--- src/rtl/rclk_pkg.sv ---
package rclk_pkg;
  localparam int CTRL_W      = 16;
  localparam int BDIV_BITS   = 5;
  localparam int HDIV_BITS   = 12;
  // field positions of the bit-clock control register
  localparam int B_INT_POS   = 5;
  localparam int B_INV_POS   = 7;
  // field positions of the high-clock control register
  localparam int H_INV_POS   = 14;
  localparam int H_INT_POS   = 15;
endpackage

--- src/rtl/rclk_ctrl_regs.sv ---
module rclk_ctrl_regs
  import rclk_pkg::*;
#(
  parameter int REG_W  = CTRL_W,
  parameter int BDIV_W = BDIV_BITS,
  parameter int HDIV_W = HDIV_BITS
) (
  input  logic              clk,
  input  logic              rst,
  input  logic              wr_en_i,
  input  logic              wr_sel_i,
  input  logic [REG_W-1:0]  wr_data_i,
  output logic [BDIV_W-1:0] b_div_o,
  output logic              b_int_o,
  output logic              b_inv_o,
  output logic [HDIV_W-1:0] h_div_o,
  output logic              h_int_o,
  output logic              h_inv_o,
  output logic              b_restart_o,
  output logic              h_restart_o
);
  logic b_wr, h_wr;
  assign b_wr = wr_en_i && !wr_sel_i;
  assign h_wr = wr_en_i &&  wr_sel_i;
  assign b_restart_o = b_wr;
  assign h_restart_o = h_wr;

  always_ff @(posedge clk) begin
    if (rst) begin
      b_div_o <= '0;
      b_int_o <= 1'b0;
      b_inv_o <= 1'b0;
      h_div_o <= '0;
      h_int_o <= 1'b0;
      h_inv_o <= 1'b0;
    end else begin
      if (b_wr) begin
        b_div_o <= wr_data_i[BDIV_W-1:0];
        b_int_o <= wr_data_i[B_INT_POS];
        b_inv_o <= wr_data_i[B_INV_POS];
      end
      if (h_wr) begin
        h_div_o <= wr_data_i[HDIV_W-1:0];
        h_int_o <= wr_data_i[H_INT_POS];
        h_inv_o <= wr_data_i[H_INV_POS];
      end
    end
  end

  AST_BIT_WR_LOAD: assert property (@(posedge clk) disable iff (rst)
    b_wr |=> (b_div_o == $past(wr_data_i[BDIV_W-1:0])));
  AST_HIGH_WR_KEEPS_BIT: assert property (@(posedge clk) disable iff (rst)
    h_wr |=> ($stable(b_div_o) && $stable(b_int_o) && $stable(b_inv_o)));
  AST_BIT_WR_KEEPS_HIGH: assert property (@(posedge clk) disable iff (rst)
    b_wr |=> ($stable(h_div_o) && $stable(h_int_o) && $stable(h_inv_o)));
endmodule

--- src/rtl/rclk_div_stage.sv ---
module rclk_div_stage #(
  parameter int DIV_W = 5
) (
  input  logic             clk,
  input  logic             rst,
  input  logic             restart_i,
  input  logic [DIV_W-1:0] ratio_m1_i,
  input  logic             int_en_i,
  input  logic             inv_en_i,
  input  logic             src_i,
  input  logic             ext_i,
  input  logic             ovr_en_i,
  input  logic             ovr_i,
  output logic             raw_o,
  output logic             out_o
);
  localparam int HALF_W = DIV_W + 1;

  logic             src_d;
  logic [DIV_W-1:0] cnt;
  logic             rise;
  logic [HALF_W-1:0] half;
  logic             div_lvl;
  logic             sel;

  assign rise    = src_i && !src_d;
  assign half    = HALF_W'(({1'b0, ratio_m1_i} + HALF_W'(1)) >> 1);
  assign div_lvl = (ratio_m1_i == '0) ? src_d : ({1'b0, cnt} < half);
  assign sel     = int_en_i ? div_lvl : ext_i;

  always_ff @(posedge clk) begin
    if (rst) begin
      src_d <= 1'b0;
      cnt   <= '0;
      raw_o <= 1'b0;
      out_o <= 1'b0;
    end else begin
      src_d <= src_i;
      if (restart_i)
        cnt <= '0;
      else if (rise)
        cnt <= (cnt == ratio_m1_i) ? '0 : cnt + 1'b1;
      raw_o <= sel;
      out_o <= ovr_en_i ? ovr_i : (sel ^ inv_en_i);
    end
  end

  AST_CNT_IN_RANGE: assert property (@(posedge clk) disable iff (rst)
    cnt <= ratio_m1_i);
  AST_RESTART_CLEARS: assert property (@(posedge clk) disable iff (rst)
    restart_i |=> (cnt == '0));
  AST_EXT_PASS: assert property (@(posedge clk) disable iff (rst)
    !int_en_i |=> (raw_o == $past(ext_i)));
  AST_OVERRIDE_PASS: assert property (@(posedge clk) disable iff (rst)
    ovr_en_i |=> (out_o == $past(ovr_i)));
endmodule

--- src/rtl/rclk_gen.sv ---
module rclk_gen
  import rclk_pkg::*;
#(
  parameter int REG_W  = CTRL_W,
  parameter int BDIV_W = BDIV_BITS,
  parameter int HDIV_W = HDIV_BITS
) (
  input  logic             clk,
  input  logic             rst,
  input  logic             wr_en_i,
  input  logic             wr_sel_i,
  input  logic [REG_W-1:0] wr_data_i,
  input  logic             aux_clk_i,
  input  logic             hclk_pin_i,
  input  logic             bclk_pin_i,
  input  logic             tx_bclk_i,
  input  logic             async_i,
  output logic             hclk_o,
  output logic             hclk_oe_o,
  output logic             rclk_o,
  output logic             rclk_oe_o
);
  logic [BDIV_W-1:0] b_div;
  logic [HDIV_W-1:0] h_div;
  logic b_int, b_inv, h_int, h_inv, b_rst, h_rst;
  logic h_raw, b_raw;

  rclk_ctrl_regs #(.REG_W(REG_W), .BDIV_W(BDIV_W), .HDIV_W(HDIV_W)) u_regs (
    .clk(clk), .rst(rst), .wr_en_i(wr_en_i), .wr_sel_i(wr_sel_i),
    .wr_data_i(wr_data_i),
    .b_div_o(b_div), .b_int_o(b_int), .b_inv_o(b_inv),
    .h_div_o(h_div), .h_int_o(h_int), .h_inv_o(h_inv),
    .b_restart_o(b_rst), .h_restart_o(h_rst)
  );

  rclk_div_stage #(.DIV_W(HDIV_W)) u_high (
    .clk(clk), .rst(rst), .restart_i(h_rst), .ratio_m1_i(h_div),
    .int_en_i(h_int), .inv_en_i(h_inv), .src_i(aux_clk_i),
    .ext_i(hclk_pin_i), .ovr_en_i(1'b0), .ovr_i(1'b0),
    .raw_o(h_raw), .out_o(hclk_o)
  );

  rclk_div_stage #(.DIV_W(BDIV_W)) u_bit (
    .clk(clk), .rst(rst), .restart_i(b_rst), .ratio_m1_i(b_div),
    .int_en_i(b_int), .inv_en_i(b_inv), .src_i(h_raw),
    .ext_i(bclk_pin_i), .ovr_en_i(!async_i), .ovr_i(tx_bclk_i),
    .raw_o(b_raw), .out_o(rclk_o)
  );

  always_ff @(posedge clk) begin
    if (rst) begin
      hclk_oe_o <= 1'b0;
      rclk_oe_o <= 1'b0;
    end else begin
      hclk_oe_o <= h_int;
      rclk_oe_o <= b_int && async_i;
    end
  end

  AST_HIGH_POLARITY: assert property (@(posedge clk) disable iff (rst)
    1'b1 |=> (hclk_o == (h_raw ^ $past(h_inv))));
  AST_BIT_POLARITY: assert property (@(posedge clk) disable iff (rst)
    async_i |=> (rclk_o == (b_raw ^ $past(b_inv))));
  AST_SYNC_BORROW: assert property (@(posedge clk) disable iff (rst)
    !async_i |=> (rclk_o == $past(tx_bclk_i)));
  AST_OE_SYNC_LOW: assert property (@(posedge clk) disable iff (rst)
    !async_i |=> !rclk_oe_o);
endmodule

--- config.mk ---
export PLATFORM = sky130hd
export DESIGN_NAME = rclk_gen
export DESIGN_NICKNAME = d
export VERILOG_FILES = /design/src/rtl/rclk_pkg.sv /design/src/rtl/rclk_ctrl_regs.sv /design/src/rtl/rclk_div_stage.sv /design/src/rtl/rclk_gen.sv
export SDC_FILE = /design/constraint.sdc
export NUM_CORES = 1
export LEC_CHECK = 0
export BUFFER_PORTS_ARGS = -buffer_cell sky130_fd_sc_hd__buf_2
export CAP_MARGIN = 25
export CORE_MARGIN = 4
export CORE_UTILIZATION = 53
export DETAILED_ROUTE_END_ITERATION = 8
export GPL_TIMING_DRIVEN = 0
export PLACE_DENSITY = 0.76
export SYNTH_ARGS = -nofsm -noshare
export SYNTH_HDL_FRONTEND = slang
export SYNTH_HIERARCHICAL = 1
export SYNTH_SLANG_ARGS = --single-unit
--- constraint.sdc ---
create_clock -name clk -period 2.4 [get_ports clk]
set_input_delay 0.24 -clock clk [delete_from_list [all_inputs] [get_ports clk]]
set_output_delay 0.24 -clock clk [all_outputs]
set_load 0.01 [all_outputs]
==> results of run 1 <==
registers in the layout (all words and copies together) (netlist names):
name	cells
hclk_oe_o	1
rclk_oe_o	1
u_bit/cnt	5
u_bit/out_o	1
u_bit/src_d	1
u_high/cnt	12
u_high/out_o	1
u_high/raw_o	1
u_high/src_d	1
u_regs/b_div_o	5
u_regs/b_int_o	1
u_regs/b_inv_o	1
u_regs/h_div_o	12
u_regs/h_int_o	1
u_regs/h_inv_o	1
stage by stage:
stage | hold WS [ps] | cells
after detailed placement | 447.8 | 400
after global placement | 439.2 | 400
after CTS | 156.1 | 412
after floorplan | 311.0 | 307
final | 173.6 | 415
after global routing | 172.9 | 415
final timing paths:
kind	to	slack (ps)
worst max-delay path	u_high/out_o	-180
worst min-delay path	u_high/src_d	170
worst max register to register	u_high/out_o	-180
worst min register to register	u_bit/src_d	460
cell type report:
class                      count  area [um^2]  area share
multi-input combinational    243         1834      0.5713
clock inverter                 2        13.76    0.004287
buffer                        11        61.31     0.01910
inverter                       8        30.03    0.009353
tap                           67        83.83     0.02611
clock buffer                   6        82.58     0.02572
sequential                    45        918.4      0.2860
timing repair buffer          33        186.4     0.05807
worst max-delay path: stages (launching register included):
cell      delay, ps
dfxtp_4         360
and3_4          180
and2_4          170
and3_4          210
nand2_1          70
xor2_1          150
ha_2            320
nand4_1         140
a2111o_1        360
a31oi_4         220
nor4b_2          80
nor4_2          240
placed cells by master (no fill, tap or decap), drive strengths merged, types with 3 or more instances in the layout:
master	count
inv	8
nor4b	3
conb	5
xnor2	10
and3	7
nor4	5
a21bo	7
mux2i	16
nor2b	5
clkbuf	7
xor2	35
o21ai	3
ha	22
buf	43
nor2	22
nor3	4
dfxtp	45
nand4	11
and2	3
a21oi	12
nand2b	24
nand3	16
nand2	14
power by group:
part	leakage, uW	switching, uW	internal (uW)	total [uW]
sequential	0.000371	34.3	773	808
combinational	0.000992	120	116	237
clock	0.0000512	260	233	494
total	0.00141	415	1120	1540
layer usage:
layer / routed length (um) / up-vias / track usage
li1: - / 1147 / -
met1: 2827 / 1096 / 0.2692
met2: 2722 / 26 / 0.3063
met3: 167 / 9 / 0.04372
met4: 77 / 0 / 0.07095
met5: 0 / - / 0
timing repair:
action / in CTS / in global routing
pin swaps: 7 / 1
endpoints found under the setup margin: 2 / 2
resized for setup: 14 / 4
buffers inserted: 4 / 3
hold buffers: 0 / 0
==> flow_metrics.env, run 1 <==
export IMPL_max_clk_rate_mhz=387.1
export IMPL_drt_first_iter_violations=54
export IMPL_buffers_from_clock_root_to_sink_at_most=2
export IMPL_rr_worst_depth=11
export IMPL_remaining_drc_errors=0
export IMPL_coreArea_um2=4880
export IMPL_maximum_fanout_count_along_the_critical_path=5
export IMPL_clock_sink_count=45
export IMPL_drt_pre_antenna_iters=4
export IMPL_synthesis_area_per_instance_um2=9.097
export IMPL_global_route_usage_total=0.1978
export IMPL_layout_cell_area_non_filler_um2=3211
export IMPL_min_delay_start="aux_clk_i"
export IMPL_place_ws_ps=-322.7
export IMPL_rsz_0062_raised_after_global_routing="yes"
export IMPL_area_delta_synth_final_pct=16.48
export IMPL_timing_critical_path_required_ps=2620
export IMPL_finalWorstPathRequiredPeriod_ps=2584
export IMPL_antenna_violations_before_repair=0
export IMPL_root_buffer="clkbuf_8"
export IMPL_final_layout_size_suffix_gt1_frac=0.2184
export IMPL_route_antenna_remaining_nets=0
export IMPL_worst_slew_pin_slew_ps=535.2
export IMPL_finClkSkew_ps=8.750
export IMPL_max_cap_violations=0
export IMPL_total_power_draw_uw=1538
export IMPL_placed_area_um2=3003
export IMPL_routed_wl_um=5794
export IMPL_cts_clk_slew_worst_paths_ps=80
export IMPL_outcome="finished, violations left"
export IMPL_grt_first_pass_wirelength_um=9998
export IMPL_power_density_over_cell_area_nw_per_um2=478.9
export IMPL_cts_htree_levels=2
export IMPL_worst_hold_path_type="input port to flop"
export IMPL_hold_viol=0
export IMPL_finalMaxSlewViolations=0
export IMPL_r2r_start="u_regs/h_div_o[3]"
export IMPL_violations_in_the_final_reports="setup timing"
export IMPL_gp_routability_congestion=0.8770
export IMPL_avg_wl_per_cell_um=13.96
export IMPL_setup_viol=2
export IMPL_timing_slew_headroom=0.6340
export IMPL_power_leakage_uw=0.001414
export IMPL_cts_inserted_buffers=5
export IMPL_num_antenna_cells=0
export IMPL_min_period_over_period=1.076
export IMPL_yosysWarningCount=6
export IMPL_vias=2278
export IMPL_min_delay_path_depth=2
export IMPL_place_detailed_hpwl_um=4375
export IMPL_netlist_instances=303
export IMPL_grt_overflow_total=0
export IMPL_largest_net_degree_at_the_start_of_global_routing=15
export IMPL_worst_setup_path_end_kind="flop"
export IMPL_fillCellCount=433
export IMPL_layout_core_utilization=0.6579
export IMPL_timing_setup_critical_path_class="flop to flop"
export IMPL_vias_per_cell=5.489
export IMPL_critPathLaunchType="flop"
export IMPL_cts_tree="yes"
export IMPL_final_critical_path_setup_slack_ps=-183.6
export IMPL_grt_pass1_vias=2190
export IMPL_die_w_um=80.12
export IMPL_design_portCount=29
export IMPL_fin_tns_setup_ps=-338.8
export IMPL_num_nets_final=394
export IMPL_die_area_um2=6418
export IMPL_vdd_ir_drop_max_uv=268.2
export IMPL_combined_area_of_all_synthesized_cells_um2=2756
export IMPL_portBuffers=26
export IMPL_die_h_um=80.12
export IMPL_arrival_time_at_the_worst_endpoint_ps=2800
export IMPL_start_util=0.5649
export IMPL_placementRows=25
export IMPL_critical_path_startpoint="u_regs/h_div_o[3]"
export IMPL_insertion_delay_of_the_later_clocked_pin_in_the_worst_skew_pair_ps=300
(Power assumes the default switching activity.)
==> run 2, diff against run 1 <==
--- a/config.mk
+++ b/config.mk
@@ -5,13 +5,14 @@
 export SDC_FILE = /design/constraint.sdc
 export NUM_CORES = 1
 export LEC_CHECK = 0
+export ABC_AREA = 1
 export BUFFER_PORTS_ARGS = -buffer_cell sky130_fd_sc_hd__buf_2
 export CAP_MARGIN = 25
 export CORE_MARGIN = 4
-export CORE_UTILIZATION = 53
+export CORE_UTILIZATION = 54
 export DETAILED_ROUTE_END_ITERATION = 8
 export GPL_TIMING_DRIVEN = 0
-export PLACE_DENSITY = 0.76
+export PLACE_DENSITY = 0.77
 export SYNTH_ARGS = -nofsm -noshare
 export SYNTH_HDL_FRONTEND = slang
 export SYNTH_HIERARCHICAL = 1
==> run 2 against run 1 <==
Net effect: area after synthesis grew 8.5%; critical path depth is 5 higher; register-to-register slack improved by 90 ps; final area grew 9.9%; the flow still finishes with violations (setup timing); largest cell class unchanged; first-iteration DRC count up 120%; setup slack improved by 89 ps; count of clock-buffer cells in the layout decreased by 1; synthesized cell count is 40% higher.
==> flow_metrics.env, run 2 <==
export IMPL_insertion_delay_of_the_later_clocked_pin_in_the_worst_skew_pair_ps=300
export IMPL_max_cap_violations=0
export IMPL_worst_setup_path_end_kind="flop"
export IMPL_min_period_over_period=1.039
export IMPL_layout_cell_area_non_filler_um2=3530
export IMPL_cts_clk_slew_worst_paths_ps=90
export IMPL_combined_area_of_all_synthesized_cells_um2=2990
export IMPL_die_h_um=82.42
export IMPL_netlist_instances=423
export IMPL_total_power_draw_uw=1736
export IMPL_area_delta_synth_final_pct=18.03
export IMPL_num_nets_final=516
export IMPL_routed_wl_met2_um=3349
export IMPL_outcome="finished, violations left"
export IMPL_finClkSkew_ps=10.25
export IMPL_critical_path_startpoint="u_regs/h_div_o[0]"
export IMPL_grt_overflow_total=0
export IMPL_avg_wl_per_cell_um=11.73
export IMPL_antenna_violations_before_repair=0
export IMPL_hold_viol=0
export IMPL_design_portCount=29
export IMPL_finalWorstPathRequiredPeriod_ps=2494
export IMPL_root_buffer="clkbuf_8"
export IMPL_remaining_drc_errors=0
export IMPL_synthesis_area_per_instance_um2=7.069
export IMPL_start_util=0.5710
export IMPL_gp_routability_congestion=0.9073
export IMPL_yosysWarningCount=6
export IMPL_final_layout_size_suffix_gt1_frac=0.2511
export IMPL_min_delay_start="async_i"
export IMPL_place_ws_ps=-347.0
export IMPL_cts_inserted_buffers=5
export IMPL_holdBufCountCts=0
export IMPL_vias=2676
export IMPL_portBuffers=25
export IMPL_max_clk_rate_mhz=400.9
export IMPL_final_critical_path_setup_slack_ps=-94.08
export IMPL_worst_hold_path_type="input port to flop"
export IMPL_cts_htree_levels=2
export IMPL_grt_first_pass_wirelength_um=10920
export IMPL_finalMaxSlewViolations=0
export IMPL_coreArea_um2=5238
export IMPL_drt_pre_antenna_iters=4
export IMPL_whs_ps=166.6
export IMPL_buffers_from_clock_root_to_sink_at_most=2
export IMPL_layout_core_utilization=0.6739
export IMPL_violations_in_the_final_reports="setup timing"
export IMPL_place_detailed_hpwl_um=4841
export IMPL_grt_pass1_vias=2581
export IMPL_setup_viol=2
export IMPL_die_w_um=82.42
export IMPL_top_layer_used="met4"
export IMPL_layout_cells_most_common="nand2_1"
export IMPL_routed_wl_um=6336
export IMPL_num_antenna_cells=0
export IMPL_dr_wl_met3_um=211
export IMPL_timing_setup_critical_path_class="flop to flop"
export IMPL_placementRows=26
export IMPL_vias_per_cell=4.956
export IMPL_clock_sink_count=45
export IMPL_critPathLaunchType="flop"
export IMPL_met1Wirelength_um=2598
export IMPL_rsz_0062_raised_after_global_routing="yes"
export IMPL_global_route_usage_total=0.2064
export IMPL_placed_area_um2=3207
export IMPL_power_leakage_uw=0.001638
export IMPL_r2r_start="u_regs/h_div_o[0]"
export IMPL_die_area_um2=6792
export IMPL_maximum_fanout_count_along_the_critical_path=4
export IMPL_largest_registers="u_high/cnt x12, u_regs/h_div_o x12"
export IMPL_vdd_ir_drop_max_uv=383.5
export IMPL_largest_net_degree_at_the_start_of_global_routing=17
export IMPL_power_density_over_cell_area_nw_per_um2=491.9
export IMPL_cts_tree="yes"
export IMPL_drt_first_iter_violations=119
export IMPL_route_antenna_remaining_nets=0
export IMPL_arrival_time_at_the_worst_endpoint_ps=2700
export IMPL_timing_critical_path_required_ps=2610
export IMPL_most_frequent_cells_in_the_layout="79 x nand2_1, 74 x nor2_1, 49 x inv_1"
run 2: changes by cell type in the layout (fill, tap and decap cells not counted), moves of 8 or more:
cell / delta
nand2_1: +66
nor2_1: +52
inv_1: +42
nand2b_1: -24
xor2_1: -19
mux2i_1: -16
nor2_2: +11
buf_2: -8
o21ai_1: +8
run 2: what timing repair did:
item,CTS,global route
pin swaps,12,9
buffers inserted,12,1
endpoints found under the setup margin,2,2
gates resized for setup,15,17
run 2: per-stage QoR:
step | cells | TNS (ps)
finish | 540 | -146.3
global route | 540 | -450.2
CTS | 539 | -185.1
detailed placement | 519 | -497.6
global placement | 519 | -337.7
floorplan | 424 | 0
run 2: worst max-delay path, stage by stage, from the launching register on:
cell and delay (ps):
dfxtp_4 390, ha_4 140, nand3_2 80, or3_4 350, nor2_2 80, nand4_1 160
ha_4 340, buf_6 80, nand4_1 140, a21oi_1 150, nor2_1 60, nand2_1 90
nand2_2 70, nand3_1 90, nand3_2 80, nand2_1 60, inv_1 30
run 2: power breakdown:
group | internal [uW] | switching [uW]
Combinational | 135 | 179
Sequential | 781 | 45.0
Clock | 318 | 279
Total | 1230 | 503
run 2: per-layer routing:
metal / vias to the layer above / global-route usage
met4: 0 / 0.09468
met1: 1184 / 0.2209
met2: 51 / 0.3870
met3: 17 / 0.03796
li1: 1424 / -
met5: - / 0
run 2: worst paths after layout:
kind                  endpoint  slack [ps]  depth (start not counted)
hold reg to reg    u_bit/src_d         440                          2
setup reg to reg  u_high/out_o         -90                         16
setup / recovery  u_high/out_o         -90                         16
hold / removal       rclk_oe_o         170                          3
run 2: area by class of cell:
class                   count  area, um^2
flip-flops and latches     45       920.9
clock inverters             3       47.55
fillers                   429        1708
clock buffers               5       68.82
multi-input cells         314        1872
repair buffers             38       234.0
well taps                  70       87.58
plain buffers               8       80.08
inverters                  57       219.0
==> run 3, diff against run 2 <==
--- a/config.mk
+++ b/config.mk
@@ -9,10 +9,11 @@
 export BUFFER_PORTS_ARGS = -buffer_cell sky130_fd_sc_hd__buf_2
 export CAP_MARGIN = 25
 export CORE_MARGIN = 4
-export CORE_UTILIZATION = 54
+export CORE_UTILIZATION = 55
+export CTS_BUF_LIST = sky130_fd_sc_hd__clkbuf_4 sky130_fd_sc_hd__clkbuf_8
 export DETAILED_ROUTE_END_ITERATION = 8
 export GPL_TIMING_DRIVEN = 0
-export PLACE_DENSITY = 0.77
+export PLACE_DENSITY = 0.78
 export SYNTH_ARGS = -nofsm -noshare
 export SYNTH_HDL_FRONTEND = slang
 export SYNTH_HIERARCHICAL = 1
==> run 3 against run 2 <==
Net effect: sequential share of layout area up 0.79 points; routed wire length down 0.87%; first-iteration DRC count down 16%; global-route usage up 0.27 points; count of clock-buffer cells in the layout up 1; the flow still finishes with violations (setup timing); fmax up 1.1%; clock power down 12%.
==> flow_metrics.env, run 3 (same netlist as run 2, synthesis figures left out) <==
export IMPL_buffers_from_clock_root_to_sink_at_most=2
export IMPL_grt_met3_usage=0.03618
export IMPL_drt_pre_antenna_iters=4
export IMPL_num_nets_final=507
export IMPL_final_critical_path_setup_slack_ps=-67.69
export IMPL_finalWorstPathRequiredPeriod_ps=2468
export IMPL_fillCellCount=470
export IMPL_worst_hold_path_type="input port to flop"
export IMPL_vdd_ir_drop_max_uv=284.0
export IMPL_portBuffers=25
export IMPL_crit_slowest_cell="dfxtp_4"
export IMPL_vias_per_cell=4.915
export IMPL_max_cap_violations=0
export IMPL_start_util=0.5781
export IMPL_cts_inserted_buffers=5
export IMPL_worst_setup_path_end_kind="flop"
export IMPL_layout_cells_most_common="nand2_1"
export IMPL_coreArea_um2=5172
export IMPL_placed_area_um2=3207
export IMPL_die_w_um=81.74
export IMPL_cts_htree_levels=2
export IMPL_timing_critical_path_max_delay_family="simple AND/OR/NAND/NOR gates"
export IMPL_max_clk_rate_mhz=405.2
export IMPL_worst_path_largest_cell_delay_ps=390
export IMPL_place_detailed_hpwl_um=4889
export IMPL_grt_overflow_total=0
export IMPL_power_leakage_uw=0.001579
export IMPL_die_area_um2=6681
export IMPL_min_period_over_period=1.028
export IMPL_largest_registers="u_high/cnt x12, u_regs/h_div_o x12"
export IMPL_drt_first_iter_violations=100
export IMPL_routed_wl_um=6281
export IMPL_worst_path_most_repeated_cell="nand2_1"
export IMPL_r2r_setup_slack_ps=-70
export IMPL_num_antenna_cells=0
export IMPL_finClkSkew_ps=8.444
export IMPL_vias=2610
export IMPL_remaining_drc_errors=0
export IMPL_root_buffer="clkbuf_8"
export IMPL_die_h_um=81.74
export IMPL_r2r_start="u_regs/h_div_o[0]"
export IMPL_gp_routability_congestion=0.8363
export IMPL_layoutNonFillerInstCount=531
export IMPL_global_route_usage_total=0.2091
export IMPL_placed_cells_incl_taps=519
export IMPL_critPathBufInv=1
export IMPL_grt_met1_usage=0.2189
export IMPL_power_density_over_cell_area_nw_per_um2=483.8
export IMPL_globalRoute_busiestLayer="met2"
export IMPL_setup_viol=1
export IMPL_final_layout_size_suffix_gt1_frac=0.2213
export IMPL_worst_reg2reg_endpoint="u_high/out_o"
export IMPL_insertion_delay_of_the_later_clocked_pin_in_the_worst_skew_pair_ps=310
export IMPL_holdBufCountCts=0
export IMPL_antenna_violations_before_repair=0
export IMPL_layout_cell_area_non_filler_um2=3421
export IMPL_cts_clk_slew_worst_paths_ps=90
export IMPL_largest_net_degree_at_the_start_of_global_routing=16
export IMPL_outcome="finished, violations left"
export IMPL_critical_path_startpoint="u_regs/h_div_o[0]"
export IMPL_arrival_time_at_the_worst_endpoint_ps=2690
export IMPL_layout_core_utilization=0.6613
export IMPL_area_delta_synth_final_pct=14.39
export IMPL_most_frequent_cells_in_the_layout="81 x nand2_1, 75 x nor2_1, 49 x inv_1"
export IMPL_violations_in_the_final_reports="setup timing"
export IMPL_grt_pass1_vias=2585
export IMPL_fin_tns_setup_ps=-67.69
export IMPL_timing_setup_critical_path_class="flop to flop"
export IMPL_avg_wl_per_cell_um=11.83
export IMPL_critical_path_depth=17
export IMPL_hold_viol=0
export IMPL_clock_sink_count=45
export IMPL_placementRows=26
export IMPL_cts_tree="yes"
export IMPL_critPathLaunchType="flop"
export IMPL_design_portCount=29
export IMPL_route_antenna_remaining_nets=0
export IMPL_grt_first_pass_wirelength_um=10780
export IMPL_maximum_fanout_count_along_the_critical_path=4
export IMPL_worstSetupEndpoint="u_high/out_o"
export IMPL_rr_worst_depth=17
export IMPL_cp_cell_sequence="ha_4 > nand3_4 > or3_4 > nor2_4 > nand4_1 > ha_1 > a21o_1 > nor2_2 > nand2_1 > nor2_1 > nand2_1 > nand2_2 > nand2_2 > nand2_1 > nand3_1 > nand2_1 > inv_1"
export IMPL_finalMaxSlewViolations=0
export IMPL_timing_critical_path_required_ps=2620
export IMPL_rsz_0062_raised_after_global_routing="yes"
export IMPL_total_power_draw_uw=1655
export IMPL_groute_layer_met2_usage=0.3942
-- run 3: per-stage QoR --
stage | setup slack (ps) | hold slack (ps)
2_1_floorplan | 31.09 | 306.9
3_3_place_gp | -294.4 | 417.5
3_5_place_dp | -330.5 | 427.1
4_1_cts | -59.02 | 151.2
5_1_grt | -293.7 | 157.8
6_report | -67.69 | 153.7
-- run 3: worst min path at each step --
stage,startpoint,endpoint,slack [ps],cells past startpoint
after floorplan,rst,rclk_oe_o,310,1
after global placement,u_high/raw_o,u_bit/src_d,420,2
after detailed placement,u_high/raw_o,u_bit/src_d,430,2
after CTS,async_i,rclk_oe_o,150,3
after global routing,async_i,rclk_oe_o,160,3
final,async_i,rclk_oe_o,150,3
-- run 3: routing by layer --
layer  wire (um)  up-vias  share of wire
met1        2609     1160           0.42
met4         206        0          0.033
met3         148       18          0.024
met2        3317       36           0.53
met5           0        -              0
li1            -     1396              -
-- run 3: layout make-up --
class / count / area (um^2) / share of cell area
buffer: 8 / 80.08 / 0.02341
clock buffer: 6 / 82.58 / 0.02414
clock inverter: 2 / 17.52 / 0.005121
inverter: 57 / 219.0 / 0.06401
multi-input combinational: 314 / 1856 / 0.5424
sequential: 45 / 919.6 / 0.2688
tap: 70 / 87.58 / 0.02560
timing repair buffer: 29 / 158.9 / 0.04645
-- run 3: worst min-delay path, stage by stage --
cell,delay (ps)
buf_2,80
nand2_1,50
nor2_2,60
-- run 3: report_power, final --
part / switching, uW / internal (uW) / total [uW]
combinational: 176 / 128 / 304
clock: 286 / 239 / 525
sequential: 44.8 / 781 / 825
-- run 3: timing repair --
action                     CTS  global route
setup buffers                3             1
setup endpoints to repair    2             2
gates resized for setup     15            10
pin swaps                    4             1
